## config.mk

```make
export PLATFORM = sky130hd
export DESIGN_NAME = ext_irq_ctrl
export DESIGN_NICKNAME = d
export VERILOG_FILES = /design/src/rtl/eirq_pkg.sv /design/src/rtl/eirq_sync.sv /design/src/rtl/eirq_flags.sv /design/src/rtl/eirq_arbiter.sv /design/src/rtl/eirq_fsm.sv /design/src/rtl/ext_irq_ctrl.sv
export SDC_FILE = /design/constraint.sdc
export NUM_CORES = 1
export LEC_CHECK = 0
export BUFFER_PORTS_ARGS = -buffer_cell sky130_fd_sc_hd__buf_2
export CORE_MARGIN = 4
export CORE_UTILIZATION = 40
export DETAILED_ROUTE_END_ITERATION = 6
export GPL_ROUTABILITY_DRIVEN = 0
export GPL_TIMING_DRIVEN = 0
export PLACE_DENSITY = 0.72
export SKIP_LAST_GASP = 1
export SYNTH_ARGS = -nofsm -noshare
export SYNTH_HDL_FRONTEND = slang
export SYNTH_SLANG_ARGS = --single-unit
```

## constraint.sdc

```tcl
create_clock -name clk -period 2.54 [get_ports clk]
set_clock_uncertainty 0.2 [all_clocks]
set_input_delay 0.127 -clock clk [delete_from_list [all_inputs] [get_ports clk]]
set_output_delay 0.127 -clock clk [all_outputs]
set_load 0.01 [all_outputs]
```

## src/rtl/eirq_pkg.sv

```systemverilog
package eirq_pkg;
    localparam int NUM_IRQ  = 4;
    localparam int VEC_W    = 8;
    localparam int PRIO_W   = 3;
    localparam int ADDR_W   = 2;
    localparam int DATA_W   = 8;
    localparam int NMI_POL_BIT = 4;

    localparam logic [ADDR_W-1:0] ADR_SENSE = 2'd0;
    localparam logic [ADDR_W-1:0] ADR_EN    = 2'd1;
    localparam logic [ADDR_W-1:0] ADR_PRIO  = 2'd2;
    localparam logic [ADDR_W-1:0] ADR_CLR   = 2'd3;

    localparam logic [VEC_W-1:0] VEC_NMI = 8'd7;

    typedef enum logic [1:0] {
        ST_IDLE    = 2'd0,
        ST_PRESENT = 2'd1,
        ST_RETIRE  = 2'd2
    } arb_state_e;

    // Vector assigned to pin index (0:IRQ0 1:IRQ1 2:IRQ4 3:IRQ5)
    function automatic logic [VEC_W-1:0] irq_vector(input int idx);
        case (idx)
            0:       return 8'd12;
            1:       return 8'd13;
            2:       return 8'd16;
            default: return 8'd17;
        endcase
    endfunction

    // Which priority bit governs a pin index
    function automatic int prio_bit_of(input int idx);
        return (idx < 2) ? idx : 2;
    endfunction
endpackage

```

## src/rtl/eirq_sync.sv

```systemverilog
module eirq_sync #(
    parameter int N = 5
) (
    input  logic         clk,
    input  logic         rst_n,
    input  logic [N-1:0] pin,
    output logic [N-1:0] fall,
    output logic [N-1:0] rise,
    output logic [N-1:0] low
);
    logic [N-1:0] meta_q, sync_q, prev_q;

    for (genvar g = 0; g < N; g++) begin : g_pin
        always_ff @(posedge clk or negedge rst_n) begin
            if (!rst_n) begin
                meta_q[g] <= 1'b1;
                sync_q[g] <= 1'b1;
                prev_q[g] <= 1'b1;
            end else begin
                meta_q[g] <= pin[g];
                sync_q[g] <= meta_q[g];
                prev_q[g] <= sync_q[g];
            end
        end
        assign fall[g] = prev_q[g] & ~sync_q[g];
        assign rise[g] = ~prev_q[g] & sync_q[g];
        assign low[g]  = ~sync_q[g];
    end
endmodule

```

## src/rtl/eirq_flags.sv

```systemverilog
module eirq_flags #(
    parameter int N = 4
) (
    input  logic         clk,
    input  logic         rst_n,
    input  logic [N-1:0] sense_edge,
    input  logic [N-1:0] fall,
    input  logic [N-1:0] low,
    input  logic [N-1:0] clr,
    input  logic         nmi_edge,
    input  logic         nmi_clr,
    output logic [N-1:0] flag,
    output logic         nmi_pend
);
    logic [N-1:0] set_v;

    for (genvar g = 0; g < N; g++) begin : g_flag
        assign set_v[g] = sense_edge[g] ? fall[g] : low[g];
        always_ff @(posedge clk or negedge rst_n) begin
            if (!rst_n)
                flag[g] <= 1'b0;
            else
                flag[g] <= set_v[g] | (flag[g] & ~clr[g]);
        end
    end

    always_ff @(posedge clk or negedge rst_n) begin
        if (!rst_n)
            nmi_pend <= 1'b0;
        else
            nmi_pend <= nmi_edge | (nmi_pend & ~nmi_clr);
    end
endmodule

```

## src/rtl/eirq_arbiter.sv

```systemverilog
module eirq_arbiter
    import eirq_pkg::*;
#(
    parameter int N = 4
) (
    input  logic [N-1:0]      flag,
    input  logic [N-1:0]      enable,
    input  logic [PRIO_W-1:0] prio,
    input  logic [1:0]        cpu_mask,
    input  logic              nmi_pend,
    output logic              any_req,
    output logic [VEC_W-1:0]  win_vec,
    output logic              win_nmi
);
    logic [N-1:0] lvl, elig, hi, pool;

    for (genvar g = 0; g < N; g++) begin : g_lvl
        assign lvl[g]  = prio[prio_bit_of(g)];
        assign elig[g] = flag[g] & enable[g] &
                         (lvl[g] ? ~(cpu_mask[0] & cpu_mask[1]) : ~cpu_mask[0]);
    end

    assign hi   = elig & lvl;
    assign pool = (|hi) ? hi : elig;

    always_comb begin
        win_vec = '0;
        for (int i = N - 1; i >= 0; i--) begin
            if (pool[i]) win_vec = irq_vector(i);
        end
        win_nmi = nmi_pend;
        if (nmi_pend) win_vec = VEC_NMI;
        any_req = nmi_pend | (|elig);
    end
endmodule

```

## src/rtl/eirq_fsm.sv

```systemverilog
module eirq_fsm
    import eirq_pkg::*;
(
    input  logic             clk,
    input  logic             rst_n,
    input  logic             any_req,
    input  logic [VEC_W-1:0] win_vec,
    input  logic             win_nmi,
    input  logic             cpu_ack,
    output logic             req_valid,
    output logic [VEC_W-1:0] req_vector,
    output logic             nmi_clr,
    output logic             is_idle
);
    arb_state_e state_q, state_d;
    logic       latch_win;
    logic       held_nmi_q;

    always_ff @(posedge clk or negedge rst_n) begin
        if (!rst_n) state_q <= ST_IDLE;
        else        state_q <= state_d;
    end

    always_comb begin
        state_d   = state_q;
        latch_win = 1'b0;
        nmi_clr   = 1'b0;
        unique case (state_q)
            ST_IDLE: begin
                if (any_req) begin
                    state_d   = ST_PRESENT;
                    latch_win = 1'b1;
                end
            end
            ST_PRESENT: begin
                if (cpu_ack) begin
                    state_d = ST_RETIRE;
                    nmi_clr = held_nmi_q;
                end
            end
            ST_RETIRE: state_d = ST_IDLE;
            default:   state_d = ST_IDLE;
        endcase
    end

    always_ff @(posedge clk or negedge rst_n) begin
        if (!rst_n) begin
            req_vector <= '0;
            held_nmi_q <= 1'b0;
        end else if (latch_win) begin
            req_vector <= win_vec;
            held_nmi_q <= win_nmi;
        end
    end

    assign req_valid = (state_q == ST_PRESENT);
    assign is_idle   = (state_q == ST_IDLE);
endmodule

```

## src/rtl/ext_irq_ctrl.sv

```systemverilog
module ext_irq_ctrl
    import eirq_pkg::*;
#(
    parameter logic [NUM_IRQ-1:0] WAKE_MASK = 4'b0011
) (
    input  logic                clk,
    input  logic                rst_n,
    input  logic                nmi_pin,
    input  logic [NUM_IRQ-1:0]  irq_pin,
    input  logic                reg_we,
    input  logic [ADDR_W-1:0]   reg_addr,
    input  logic [DATA_W-1:0]   reg_wdata,
    input  logic [1:0]          cpu_mask,
    input  logic                cpu_ack,
    output logic                req_valid,
    output logic [VEC_W-1:0]    req_vector,
    output logic                wake
);
    localparam int NPIN = NUM_IRQ + 1;
    localparam int NMI_IDX = NUM_IRQ;

    logic [NUM_IRQ-1:0] sense_q, en_q, irq_flag, clr_v;
    logic [PRIO_W-1:0]  prio_q;
    logic               nmi_rise_q;
    logic [NPIN-1:0]    fall_v, rise_v, low_v;
    logic               nmi_edge, nmi_pend, nmi_clr, fsm_idle;
    logic               any_req, win_nmi;
    logic [VEC_W-1:0]   win_vec;

    always_ff @(posedge clk or negedge rst_n) begin
        if (!rst_n) begin
            sense_q    <= '0;
            nmi_rise_q <= 1'b0;
            en_q       <= '0;
            prio_q     <= '0;
        end else if (reg_we) begin
            unique case (reg_addr)
                ADR_SENSE: begin
                    sense_q    <= reg_wdata[NUM_IRQ-1:0];
                    nmi_rise_q <= reg_wdata[NMI_POL_BIT];
                end
                ADR_EN:   en_q   <= reg_wdata[NUM_IRQ-1:0];
                ADR_PRIO: prio_q <= reg_wdata[PRIO_W-1:0];
                default: ;
            endcase
        end
    end

    assign clr_v = {NUM_IRQ{reg_we && (reg_addr == ADR_CLR)}} & reg_wdata[NUM_IRQ-1:0];

    eirq_sync #(.N(NPIN)) sync_i (
        .clk  (clk),
        .rst_n(rst_n),
        .pin  ({nmi_pin, irq_pin}),
        .fall (fall_v),
        .rise (rise_v),
        .low  (low_v)
    );

    assign nmi_edge = nmi_rise_q ? rise_v[NMI_IDX] : fall_v[NMI_IDX];

    eirq_flags #(.N(NUM_IRQ)) flags_i (
        .clk       (clk),
        .rst_n     (rst_n),
        .sense_edge(sense_q),
        .fall      (fall_v[NUM_IRQ-1:0]),
        .low       (low_v[NUM_IRQ-1:0]),
        .clr       (clr_v),
        .nmi_edge  (nmi_edge),
        .nmi_clr   (nmi_clr),
        .flag      (irq_flag),
        .nmi_pend  (nmi_pend)
    );

    eirq_arbiter #(.N(NUM_IRQ)) arb_i (
        .flag    (irq_flag),
        .enable  (en_q),
        .prio    (prio_q),
        .cpu_mask(cpu_mask),
        .nmi_pend(nmi_pend),
        .any_req (any_req),
        .win_vec (win_vec),
        .win_nmi (win_nmi)
    );

    eirq_fsm fsm_i (
        .clk       (clk),
        .rst_n     (rst_n),
        .any_req   (any_req),
        .win_vec   (win_vec),
        .win_nmi   (win_nmi),
        .cpu_ack   (cpu_ack),
        .req_valid (req_valid),
        .req_vector(req_vector),
        .nmi_clr   (nmi_clr),
        .is_idle   (fsm_idle)
    );

    assign wake = nmi_pend | (|(irq_flag & en_q & WAKE_MASK));
endmodule

```

Word level (Yosys, flattened, before mapping)
Index checks and enable logic that the tools add are counted.
Operators by class
  equal/unequal tests: 6
  reductions and logical operators: 10
  bitwise gates (word level): 43
  mux-type cells: 21
Operators with widths (number)
  2-to-1 mux 5 bit: 5
  AND 1 bit: 20
  NOT 1 bit: 13
  2-to-1 mux 1 bit: 12
  AND 4 bit: 2
  AND reduction 2 bit: 4
  OR reduction 4 bit: 2
  bitwise OR 1 bit: 7
  == test 2 x 1 -> 1 bit, second input constant: 2
  == test 2 bit, second input constant: 2
  logical NOT 2 bit: 2
  2-to-1 mux 2 bit: 2
  2-to-1 mux 4 bit: 1
  inequality test 2 bit, second input constant: 2
  case mux 2 bit (2 select lines): 1
  AND 2 bit: 1
  OR reduction 2 bit: 1
  logical AND 1 bit: 1
Storage, ports and cells
  bits of input ports: 21
  logic and storage cells: 107
  flip-flop bits (word level): 43
  output and inout port bits: 10

Logic depth before layout (Yosys ltp)
  word-level depth: 12
  mapped depth: 5
  gate-level depth less buffers: 5

Hierarchy
A second synthesis with hierarchy kept.
Unflattened totals
  cell total of the unflattened synthesis: 144
  area, all modules: 1908.1 µm²
Modules (own cells, without submodules)
  ext_irq_ctrl: cells each 34, seq. area each 300.3 µm², area each 523.0 µm², times used 1
  eirq_sync: cells each 30, seq. area each 394.1 µm², area each 488.0 µm², times used 1
  eirq_fsm: cells each 28, seq. area each 275.3 µm², area each 436.7 µm², times used 1
  eirq_arbiter: cells each 33, seq. area each 0.0 µm², area each 249.0 µm², times used 1
  eirq_flags: cells each 19, seq. area each 125.1 µm², area each 211.5 µm², times used 1

Least setup slack after synthesis
Ideal clock, no wire load.
  kind: reg-to-reg
  from: register flags_i.flag[2]
  to: register fsm_i.req_vector[0]
  arrival: 1.450 ns
  clock period less this slack: 1.794 ns
  data required time: 2.195 ns
  cell stages (with the launch flop): 6
  buffers on the path: 0
  setup time: 0.145 ns
  slack: 0.746 ns
  cell sequence: dfrtp_1 > a22o_1 > a21boi_1 > o41ai_4 > mux2i_1 > o31ai_1
Between the ends
  cells in the longest elaborated chain, start to end: 10
  elaborated cells on any way between the ends: 14
  classes of those cells: mux: 8; bitwise: 4; reduce/logical: 2
RTL lines
  from (decl): line eirq_flags.sv:12  | output logic [N-1:0] flag,
  from (signal, indexed assignment): line eirq_flags.sv:23  | flag[g] <= set_v[g] | (flag[g] & ~clr[g]);
  AND 1 bit (*) (2 in series): line eirq_arbiter.sv:19  | assign elig[g] = flag[g] & enable[g] &
  AND 4 bit: line eirq_arbiter.sv:23  | assign hi = elig & lvl;
  OR reduction 4 bit: line eirq_arbiter.sv:24  | assign pool = (|hi) ? hi : elig;
  2-to-1 mux 4 bit: line eirq_arbiter.sv:24
  2-to-1 mux 5 bit (4 in series): line eirq_arbiter.sv:29  | if (pool[i]) win_vec = irq_vector(i);
  2-to-1 mux 5 bit: line eirq_arbiter.sv:32  | if (nmi_pend) win_vec = VEC_NMI;
  to (signal assigned): line eirq_fsm.sv:51  | req_vector <= win_vec;
  to (decl): line eirq_fsm.sv:11  | output logic [VEC_W-1:0] req_vector,
Mark *: on every way between the ends. The rest lies on a longest branch, timed or not.
A chain may end at the register's enable or synchronous reset.

Worst setup path in the final report
Same ends and word-level chain as after synthesis.

==> results.sh <==
export IMPL_status="finished clean"
export IMPL_finalHoldViolCount=0
export IMPL_num_rows=22
export IMPL_drt_iter0_drc=41
export IMPL_instances_no_fill=223
export IMPL_grt_total_usage=0.123
export IMPL_drive_gt1_frac=0.337
export IMPL_dpl_cell_area_mm2=0.00174
export IMPL_crit_path_start_kind="flip-flop"
export IMPL_cts_root_buf="clkbuf_8"
export IMPL_portBuffers=24
export IMPL_setup_worst_path_end_class="flip-flop"
export IMPL_syn_inst=129
export IMPL_setup_viol=0
export IMPL_core_area_mm2=0.00372
export IMPL_rsz0062_at_grt="false"
export IMPL_h_tree_depth=2
export IMPL_clk_latency_ps=290
export IMPL_avgSynthCellArea_um2=12.0
export IMPL_r2r_slack_ps=580
export IMPL_fp_dieH_um=70.3
export IMPL_yosysWarnings=0
export IMPL_firstDrtPassIters=4
export IMPL_die_width_um=70.3
export IMPL_avgViaCountPerCell=4.80
export IMPL_die_area_mm2=0.00494
export IMPL_fin_nets=195
export IMPL_synth_cell_types=29
export IMPL_wl_per_cell_um=12.1
export IMPL_grt_overflow=0
export IMPL_timing_slew_headroom=0.435
export IMPL_io_pins=31
export IMPL_seq_area_frac_synth=0.641
export IMPL_dp_hpwl_um=1960
export IMPL_post_cts_buffers=0
export IMPL_irDropWorstVdd_mv=0.430
export IMPL_wl_um=2710
export IMPL_p_leak_nw=0.858
export IMPL_path_max_fanout=10
export IMPL_fin_util=0.525
export IMPL_synth_area_mm2=0.00155
export IMPL_antennaDiodeCount=0
export IMPL_setup_ws_ps=581
export IMPL_final_antenna_net_count=0
export IMPL_cts_buffer_depth=2
export IMPL_cts_buffers=5
export IMPL_synth_top_cell_area_share=0.387
export IMPL_grt_pass1_wl_um=4860
export IMPL_via_count=1070
export IMPL_path_class="flip-flop to flip-flop"
export IMPL_cts_sinks=39
export IMPL_start_util=0.418
export IMPL_min_path_type="input port to flip-flop"
export IMPL_fin_crit_sh=0.771
export IMPL_pwr_density_cell_mw_per_mm2=821
export IMPL_clkTransAtPathRegs_ps=70
export IMPL_ys_ff_latch=39
export IMPL_drv_cap=0
export IMPL_final_cell_area_mm2=0.00195
export IMPL_synth_area_leaders="dfrtp_1, dfstp_2, o21ai_0"
export IMPL_antenna_found_initial=0
export IMPL_maxSlewViolCount=0
export IMPL_grt_pass1_vias=1122
export IMPL_fmax_ghz=0.511
export IMPL_dp_cells=203
export IMPL_post_route_min_period_ps=1960
export IMPL_postCtsHoldBufs=12
export IMPL_cts_tree="done"
export IMPL_setup_tns_ps=0
export IMPL_worst_pin_slew_ps=846
export IMPL_remaining_drc_errors=0
export IMPL_pre_cts_ws_ps=603
export IMPL_arrival_ps=1910
export IMPL_post_cts_resized=0
export IMPL_syn_to_final_growth_pct=25.7
export IMPL_grt_start_max_net_pins=40
export IMPL_cp_data_required_time_ps=2490
export IMPL_yosysTopAreaCell="dfrtp_1"
==> cell type report <==
type,instances,area (um^2)
plain buffers,5,33.8
clock buffers,7,86.3
clock inverters,1,5.00
fillers,314,1760
inverters,5,18.8
multi-input cells,82,513
flip-flops and latches,39,995
well taps,48,60.1
repair buffers,36,240
==> final timing paths <==
path,start,to,depth (start not counted)
max,flags_i.flag[2],fsm_i.req_vector[0],5
min,reg_addr[1],flags_i.flag[2],4
max reg2reg,flags_i.flag[2],fsm_i.req_vector[0],5
min reg2reg,sync_i.meta_q[2],sync_i.sync_q[2],0
max in group asynchronous,rst_n,sense_q[2],2
min in group asynchronous,rst_n,fsm_i.req_vector[0],2
==> cells by family (layout without fill, tap and decap cells) <==
logic type	after synthesis	in the layout	synth area share
buffers and inverters	10	54	0.0338
flip-flops	39	39	0.641
multiplexers	6	6	0.0427
other	1	3	0.00242
AO/OA/AOI/OAI	33	33	0.147
AND/OR/NAND/NOR	40	40	0.133
==> worst max-delay path, cell delays in order, from the launching register on <==
cell	delay, ps
dfrtp_1	400
a22o_1	250
a21boi_1	150
o41ai_4	490
mux2i_1	240
o31ai_1	80
==> registers in the layout, indices dropped and copies added (netlist names), 2 cells and up <==
signal,cells
fsm_i.req_vector,5
sync_i.meta_q,5
sync_i.prev_q,5
sync_i.sync_q,5
en_q,4
flags_i.flag,4
sense_q,4
prio_q,3
fsm_i.state_q,2
==> metal layers <==
layer | routed length [um] | vias up | GRT usage
met3 | 195 | 4 | 0.0403
met5 | 0 | - | 0
met4 | 27 | 0 | 0.0638
li1 | - | 526 | -
met2 | 1280 | 35 | 0.202
met1 | 1200 | 505 | 0.143
==> power by group <==
| group | internal [mW] | switching [mW] |
|---|---|---|
| clock | 0.219 | 0.198 |
| sequential | 0.732 | 0.0561 |
| combinational | 0.191 | 0.207 |
| total | 1.14 | 0.461 |
==> synth_stat cells <==
library cell	n
a221o_2	1
and2_1	1
a22o_1	2
dfrtp_1	24
nor2b_1	7
a221o_1	1
nor3b_1	2
a21o_1	1
o41ai_4	1
nand2_1	16
a21oi_2	1
nand3b_1	3
nand2b_1	4
mux2i_1	1
mux2_2	5
nand4_1	2
a21oi_1	4
inv_1	5
o31a_2	1
o31ai_1	2
o21ai_0	17
dfstp_2	15
nor2_1	3
a2bb2oi_1	1
clkbuf_1	1
conb_1	1
buf_4	4
nand3_1	2
a21boi_1	1
==> per-stage QoR <==
stage | power (mW) | hold slack (ps)
finish | 1.60 | 78.8
floorplan | 1.06 | -369
CTS | 1.63 | 76.0
global placement | 1.17 | 31.9
global route | 1.70 | 125
detailed placement | 1.19 | 33.2
==> placed cells by master (no fill, tap or decap), drive strengths merged, types with 2 or more instances in the layout <==
cell | Yosys | final
mux2 | 5 | 5
o21ai | 17 | 17
o31ai | 2 | 2
a21oi | 5 | 5
dfrtp | 24 | 24
nor3b | 2 | 2
clkbuf | 1 | 8
buf | 4 | 28
nor2 | 3 | 3
inv | 5 | 5
nor2b | 7 | 7
nand2b | 4 | 4
nand3b | 3 | 3
nand3 | 2 | 2
nand2 | 16 | 16
a221o | 2 | 2
a22o | 2 | 2
dfstp | 15 | 15
nand4 | 2 | 2
conb | 1 | 3
dlygate4sd3 | 0 | 12
(Power assumes the default switching activity.)
